File: src/rtl/wser_pkg.sv
package wser_pkg;
  // one output sample of the link: forwarded clock and data
  typedef struct packed {
    logic fwd;
    logic dat;
  } line_t;

  localparam logic LINE_IDLE = 1'b0;
endpackage

File: src/rtl/slot_timer.sv
module slot_timer #(
  parameter int SLOTS = 26
) (
  input  logic                     clk,
  input  logic                     rst,
  input  logic                     tick,
  output logic                     phase,
  output logic [$clog2(SLOTS)-1:0] slot,
  output logic                     word_start,
  output logic                     slot_adv
);
  localparam int SW = $clog2(SLOTS);
  localparam logic [SW-1:0] LAST = SW'(SLOTS - 1);

  // a slot ends when the high half is left
  assign word_start = tick & phase & (slot == LAST);
  assign slot_adv   = tick & phase & (slot != LAST);

  always_ff @(posedge clk) begin
    if (rst) begin
      phase <= 1'b0;
      slot  <= LAST;
    end else if (tick) begin
      phase <= ~phase;
      if (phase) slot <= (slot == LAST) ? '0 : slot + 1'b1;
    end
  end

  // the slot counter never leaves its 26-slot range
  a_r3_slot_range: assert property (@(posedge clk) disable iff (rst)
    slot <= LAST);

  // a slot advances only after a half-slot pulse
  a_r3_slot_moves_on_tick: assert property (@(posedge clk) disable iff (rst)
    !tick |=> $stable(slot));
endmodule

File: src/rtl/strobe_catch.sv
module strobe_catch #(
  parameter int WORD_W = 24
) (
  input  logic              clk,
  input  logic              rst,
  input  logic              enable,
  input  logic              strobe,
  input  logic [WORD_W-1:0] word_in,
  input  logic              word_start,
  output logic [WORD_W-1:0] hold,
  output logic              pending
);
  logic strobe_q;
  logic rise;

  assign rise = enable & strobe & ~strobe_q;

  always_ff @(posedge clk) begin
    if (rst) begin
      strobe_q <= 1'b0;
      pending  <= 1'b0;
      hold     <= '0;
    end else begin
      strobe_q <= strobe;
      // a fresh edge wins over the word start that empties the slot
      if (rise) begin
        hold    <= word_in;
        pending <= 1'b1;
      end else if (word_start) begin
        pending <= 1'b0;
      end
    end
  end

  // an edge stores the word present on that cycle
  a_r2_capture: assert property (@(posedge clk) disable iff (rst)
    rise |=> pending && (hold == $past(word_in)));

  // a waiting word survives until a word start takes it
  a_r11_pending_kept: assert property (@(posedge clk) disable iff (rst)
    pending && !word_start |=> pending);
endmodule

File: src/rtl/word_shifter.sv
module word_shifter
  import wser_pkg::*;
#(
  parameter int WORD_W = 24,
  parameter int SLOTS  = 26
) (
  input  logic                     clk,
  input  logic                     rst,
  input  logic                     word_start,
  input  logic                     slot_adv,
  input  logic                     phase,
  input  logic [$clog2(SLOTS)-1:0] slot,
  input  logic [WORD_W-1:0]        hold,
  input  logic                     pending,
  output logic                     ser_data,
  output logic                     fwd_clk
);
  localparam int SW = $clog2(SLOTS);
  localparam logic [SW-1:0] FIRST_MARK = SW'(WORD_W);

  logic [WORD_W-1:0] sh;
  logic              frame_active;
  line_t             nxt;

  always_ff @(posedge clk) begin
    if (rst) begin
      sh           <= '0;
      frame_active <= 1'b0;
    end else if (word_start) begin
      frame_active <= pending;
      sh           <= pending ? hold : '0;
    end else if (slot_adv) begin
      sh <= {sh[WORD_W-2:0], 1'b0};
    end
  end

  always_comb begin
    nxt.fwd = (frame_active && slot >= FIRST_MARK) ? 1'b1 : phase;
    nxt.dat = (frame_active && slot < FIRST_MARK) ? sh[WORD_W-1] : LINE_IDLE;
  end

  always_ff @(posedge clk) begin
    if (rst) begin
      ser_data <= 1'b0;
      fwd_clk  <= 1'b0;
    end else begin
      ser_data <= nxt.dat;
      fwd_clk  <= nxt.fwd;
    end
  end

  // no framed word means a low data line
  a_r6_idle_data_low: assert property (@(posedge clk) disable iff (rst)
    !frame_active |=> !ser_data);

  // marker slots hold the forwarded clock high and data low
  a_r5_marker_high: assert property (@(posedge clk) disable iff (rst)
    frame_active && (slot >= FIRST_MARK) |=> fwd_clk && !ser_data);
endmodule

File: src/rtl/word_serializer.sv
module word_serializer #(
  parameter int WORD_W     = 24,
  parameter int MARK_SLOTS = 2
) (
  input  logic              clk,
  input  logic              rst,
  input  logic              dir_tx,
  input  logic              bit_en,
  input  logic              strobe,
  input  logic [WORD_W-1:0] word_in,
  output logic              ser_data,
  output logic              fwd_clk
);
  localparam int SLOTS = WORD_W + MARK_SLOTS;
  localparam int SW    = $clog2(SLOTS);

  generate
    if (MARK_SLOTS < 1 || WORD_W < 2) begin : g_bad_cfg
      $error("word_serializer needs WORD_W >= 2 and MARK_SLOTS >= 1");
    end
  endgenerate

  logic              role_tx;
  logic              tick;
  logic              phase;
  logic [SW-1:0]     slot;
  logic              word_start;
  logic              slot_adv;
  logic [WORD_W-1:0] hold;
  logic              pending;

  // role is taken only while reset is held
  always_ff @(posedge clk) begin
    if (rst) role_tx <= dir_tx;
  end

  assign tick = bit_en & role_tx;

  slot_timer #(.SLOTS(SLOTS)) u_timer (
    .clk(clk), .rst(rst), .tick(tick), .phase(phase), .slot(slot),
    .word_start(word_start), .slot_adv(slot_adv)
  );

  strobe_catch #(.WORD_W(WORD_W)) u_catch (
    .clk(clk), .rst(rst), .enable(role_tx), .strobe(strobe),
    .word_in(word_in), .word_start(word_start), .hold(hold),
    .pending(pending)
  );

  word_shifter #(.WORD_W(WORD_W), .SLOTS(SLOTS)) u_shift (
    .clk(clk), .rst(rst), .word_start(word_start), .slot_adv(slot_adv),
    .phase(phase), .slot(slot), .hold(hold), .pending(pending),
    .ser_data(ser_data), .fwd_clk(fwd_clk)
  );

  // a receiver-role part keeps both lines low
  a_r9_rx_quiet: assert property (@(posedge clk) disable iff (rst)
    !role_tx |-> !fwd_clk && !ser_data);

  // outputs hold when no pulse arrived two edges back
  a_r10_hold_fwd: assert property (@(posedge clk) disable iff (rst)
    !$past(bit_en, 2) |-> $stable(fwd_clk));

  a_r10_hold_dat: assert property (@(posedge clk) disable iff (rst)
    !$past(bit_en, 2) |-> $stable(ser_data));
endmodule

File: config.mk
export PLATFORM = sky130hd
export DESIGN_NAME = word_serializer
export DESIGN_NICKNAME = d
export VERILOG_FILES = /design/src/rtl/wser_pkg.sv /design/src/rtl/slot_timer.sv /design/src/rtl/strobe_catch.sv /design/src/rtl/word_shifter.sv /design/src/rtl/word_serializer.sv
export SDC_FILE = /design/constraint.sdc
export NUM_CORES = 1
export LEC_CHECK = 0
export BUFFER_PORTS_ARGS = -buffer_cell sky130_fd_sc_hd__buf_2
export CAP_MARGIN = 20
export CORE_UTILIZATION = 25
export CTS_CLUSTER_DIAMETER = 100
export DETAILED_ROUTE_END_ITERATION = 8
export PLACE_DENSITY = 0.5
export SKIP_CTS_REPAIR_TIMING = 1
export SLEW_MARGIN = 20
export SYNTH_ARGS = -nofsm -noshare
export SYNTH_HDL_FRONTEND = slang
export SYNTH_HIERARCHICAL = 1
export SYNTH_SLANG_ARGS = --single-unit
File: constraint.sdc
create_clock -name clk -period 1.75 [get_ports clk]
set_clock_uncertainty 0.2 [all_clocks]
set_input_delay 0.0875 -clock clk [delete_from_list [all_inputs] [get_ports clk]]
set_output_delay 0.0875 -clock clk [all_outputs]
set_load 0.05 [all_outputs]
==> results_tabular.tex <==
\begin{tabular}{lr}
\hline
Metric & Value \\
\hline
\multicolumn{2}{l}{\textbf{Setup path}} \\
Slowest cell on crit path & dfxtp\_2 \\
Maximum fanout count along the critical path & 12 \\
Largest stage delay on the critical path & 0.35 ns \\
CP Buf/Inv Count & 2 \\
Nature of the critical path startpoint & register \\
Critical path depth in cells & 7 \\
Worst Path Arrival & 1.81 ns \\
Gate family responsible for the most delay along the worst path & simple AND/OR/NAND/NOR gates \\
Crit path cell chain & inv\_2 > ha\_4 > and4b\_4 > nor2\_4 > clkbuf\_16 > mux2i\_1 > a211oi\_2 \\
Number of cells on the worst reg-to-reg path & 7 \\
Data required time of the critical path & about 1.8 ns \\
Setup Crit Path Kind & reg2reg \\
Worst Setup End Kind & register \\
\multicolumn{2}{l}{\textbf{Layout}} \\
Filler instances & 1124 \\
Post-Layout Cell Count & about 480 \\
Nets & 364 \\
FF+latch area & between 0.001 and 0.0015 mm² \\
Area of the multi-input gates & 0.00161 mm² \\
Layout overhead on the synthesized area & 41.5\% \\
Total inserted antenna cells & 0 \\
Layout cell share with drive strength beyond 1 & 0.331 \\
\multicolumn{2}{l}{\textbf{Placed design}} \\
Number of input and output port buffers inserted & 30 \\
Inst Count DP & 431 \\
Post-detailed-placement half-perimeter wirelength & 3.32 mm \\
Weighted congestion reported at the end of routability-driven placement & between 0.7 and 0.8 \\
\multicolumn{2}{l}{\textbf{Clock tree}} \\
Num CTS Buffers & 9 \\
Clock slew seen by the registers of the worst setup and hold paths & 0.07 ns \\
Maximum count of clock buffers along a single path & 2 \\
Clock tree root driver cell & clkbuf\_8 \\
CTS tree & built \\
Clock latency at the later pin of the worst-skew pair & 0.34 ns \\
Clock tree sinks & 60 \\
H-Tree Depth & 3 \\
\multicolumn{2}{l}{\textbf{Timing}} \\
Relative slew margins & 0.786 \\
Max Slew Vio Count & 0 \\
Final number of hold-violating endpoints & 0 \\
Period minus WS final & 1.79 ns \\
Transition time at the pin with the least slew margin & 0.321 ns \\
Setup slack after layout & -0.0356 ns \\
Setup Viol. Count Final & 16 \\
FMAX & 560 MHz \\
Unrepaired setup endpoints after global routing & yes \\
Final clock period utilization by the worst path & 1.02 \\
Worst hold slack & 0.0233 ns \\
\multicolumn{2}{l}{\textbf{Synth}} \\
Flip-flop cell with the highest count after synthesis & dfxtp\_1 \\
Most used standard cell by instance count after synthesis & dfxtp\_1 \\
Number of unique standard cell types used by synthesis & 33 \\
Post-synthesis cell count & 266 \\
EDFF count, synth & 1 \\
Post-synthesis register bit count & 60 \\
Top cell type's share of synthesized area & 0.425 \\
Most numerous cell types in the synthesized netlist & dfxtp\_1 (59), mux2i\_1 (48), nand2b\_1 (48) \\
Leading post-synthesis cells by cell area & dfxtp\_1 (43\%), mux2i\_1 (17\%), nand2b\_1 (11\%) \\
Synthesized cell area & $\sim$0.0028 mm² \\
Sequential cell area fraction in the yosys report & 0.436 \\
Cell accounting for the most synthesized area & dfxtp\_1 \\
Number of nets produced by synthesis & 297 \\
Proportion of register bits with asynchronous set or reset after synthesis & 0 \\
Average footprint of a synthesized cell & 10.4 µm² \\
Synthesis warning total & 6 \\
\multicolumn{2}{l}{\textbf{Power}} \\
P\_int & 2.59 mW \\
Switching power & around 0.75 mW \\
Power, Total & 3.34 mW \\
Power density normalized to cell area & 849 mW/mm² \\
Combinational group share of total power & 0.114 \\
Part of the power in the clock network & 0.444 \\
Sequential share of power & 0.442 \\
Peak VDD IR & approximately 470 µV \\
Switching part of the total & 0.224 \\
Leakage power & 1.39 nW \\
\multicolumn{2}{l}{\textbf{Outcome}} \\
Outcome & finished with violations \\
Failing checks & setup timing \\
\multicolumn{2}{l}{\textbf{GRT}} \\
Number of global-route vias before repair & 1933 \\
Wire length of the first global-routing pass & 8.91 mm \\
Largest net degree at the start of global routing & 70 \\
Gr ovfl total & 0 \\
Antenna violations before repair & 0 \\
Overall Global Routing Usage & 0.100 \\
\multicolumn{2}{l}{\textbf{Hold path}} \\
Cell depth of the worst hold path & 4 \\
Hold WC Path Type & in2reg \\
\multicolumn{2}{l}{\textbf{Route}} \\
Number of vias after detailed routing & 2043 \\
Pre-antenna DRT Iters & 4 \\
Drt wl/cell & 11.9 µm \\
Via/cell ratio & around 4.3 \\
Routed Antenna Nets & 0 \\
Wire length after detailed routing & $\sim$5.7 mm \\
Initial detailed-routing violation count & 58 \\
Final routed DRC violation total & 0 \\
\multicolumn{2}{l}{\textbf{Floorplanning}} \\
Total Die Area & 0.0115 mm² \\
Count of pins on the block boundary & 31 \\
Y dimension of the die & 107 µm \\
Std cell rows & 38 \\
Area of the core & about 0.011 mm² \\
DIE WIDTH & 107 µm \\
Initial standard-cell utilization of the core & 0.256 \\
\multicolumn{2}{l}{\textbf{Job}} \\
Max\_cap viols & 0 \\
\hline
\end{tabular}
==> through the flow <==
step	setup TNS, ns	util	setup WS (ns)	area, µm²
2_1_floorplan	-0.0520	-	-0.00520	2810
3_3_place_gp	-0.228	0.289	-0.0287	3130
3_5_place_dp	-0.928	0.289	-0.0832	3130
4_1_cts	-1.41	0.310	-0.103	3360
5_1_grt	-2.08	0.363	-0.117	3930
6_report	-0.272	0.363	-0.0356	3930
==> cell type report <==
| class | instances | area share |
|---|---|---|
| Clock buffer | 11 | 0.0334 |
| Clock inverter | 5 | 0.0255 |
| Inverter | 2 | 0.00255 |
| Multi-Input combinational cell | 183 | 0.410 |
| Sequential cell | 60 | 0.309 |
| Tap cell | 140 | 0.0446 |
| Timing Repair Buffer | 77 | 0.176 |
==> metal layers <==
| layer | share of wire | GRT usage | wire [µm] | vias to the layer above |
|---|---|---|---|---|
| met3 | 0.035 | 0.0412 | 201 | 10 |
| li1 | - | - | - | 1077 |
| met1 | 0.48 | 0.120 | 2760 | 926 |
| met2 | 0.46 | 0.156 | 2630 | 30 |
| met4 | 0.017 | 0.0470 | 99 | 0 |
| met5 | 0 | 0 | 0 | - |
==> power by group through the flow <==
| stage | sequential, mW | combinational (mW) | clock (mW) |
|---|---|---|---|
| after detailed placement | 1.50 | 0.291 | 0 |
| after floorplan | 1.49 | 0.201 | 0 |
| after global routing | 1.48 | 0.418 | 1.59 |
| after global placement | 1.50 | 0.289 | 0 |
| after CTS | 1.47 | 0.293 | 1.53 |
| final | 1.47 | 0.382 | 1.48 |
==> path summary, 6_finish.rpt <==
path / slack, ns / start / end
min reg2reg: 0.27 / u_shift/frame_active$_SDFFE_PP0P_ / u_shift/ser_data$_SDFF_PP0_
min: 0.02 / bit_en / u_timer/phase$_SDFFE_PP0P_
max: -0.04 / u_timer/slot[1]$_SDFFE_PP0P_ / u_shift/sh[8]$_SDFFE_PP0P_
max reg2reg: -0.04 / u_timer/slot[1]$_SDFFE_PP0P_ / u_shift/sh[8]$_SDFFE_PP0P_
==> placed cells by master (no fill, tap or decap), types with 3 or more instances in the layout <==
| master | count |
|---|---|
| nor2_1 | 4 |
| dlygate4sd3_1 | 28 |
| bufinv_16 | 3 |
| nand2_1 | 5 |
| a21boi_1 | 3 |
| a211oi_2 | 16 |
| buf_2 | 30 |
| or3_1 | 3 |
| mux2i_2 | 5 |
| clkbuf_8 | 9 |
| dfxtp_1 | 57 |
| a21boi_2 | 15 |
| a211oi_1 | 8 |
| nand3_1 | 4 |
| buf_12 | 6 |
| mux2i_1 | 43 |
| buf_4 | 10 |
| a21boi_4 | 4 |
| a21oi_1 | 5 |
| nand2b_1 | 48 |
==> state kept, by name, summed over array words and instances, names as in the netlist <==
| register | flops |
|---|---|
| role_tx | 1 |
| u_catch/hold | 24 |
| u_catch/pending | 1 |
| u_catch/strobe_q | 1 |
| u_shift/frame_active | 1 |
| u_shift/fwd_clk | 1 |
| u_shift/ser_data | 1 |
| u_shift/sh | 24 |
| u_timer/phase | 1 |
| u_timer/slot | 5 |
==> worst min-delay path: cells and delay by family <==
| kind | cells | cell delay (ns) |
|---|---|---|
| buffers and inverters | 1 | 0.08 |
| xor gates and xnor gates | 1 | 0.08 |
| and+or+nand+nor | 2 | 0.28 |
==> kinds of logic (layout without fill, tap and decap cells) <==
logic type | after synthesis | after routing | share of synthesized area
adder cells (fa/ha/maj) | 2 | 2 | 0.00900
multiplexers | 48 | 48 | 0.173
XOR/XNOR | 1 | 1 | 0.00315
AO/OA/AOI/OAI | 59 | 59 | 0.157
AND/OR/NAND/NOR | 73 | 73 | 0.159
flip-flops | 60 | 60 | 0.436
buffers and inverters | 23 | 95 | 0.0635
Note: power is estimated with default switching activity, not from simulation.
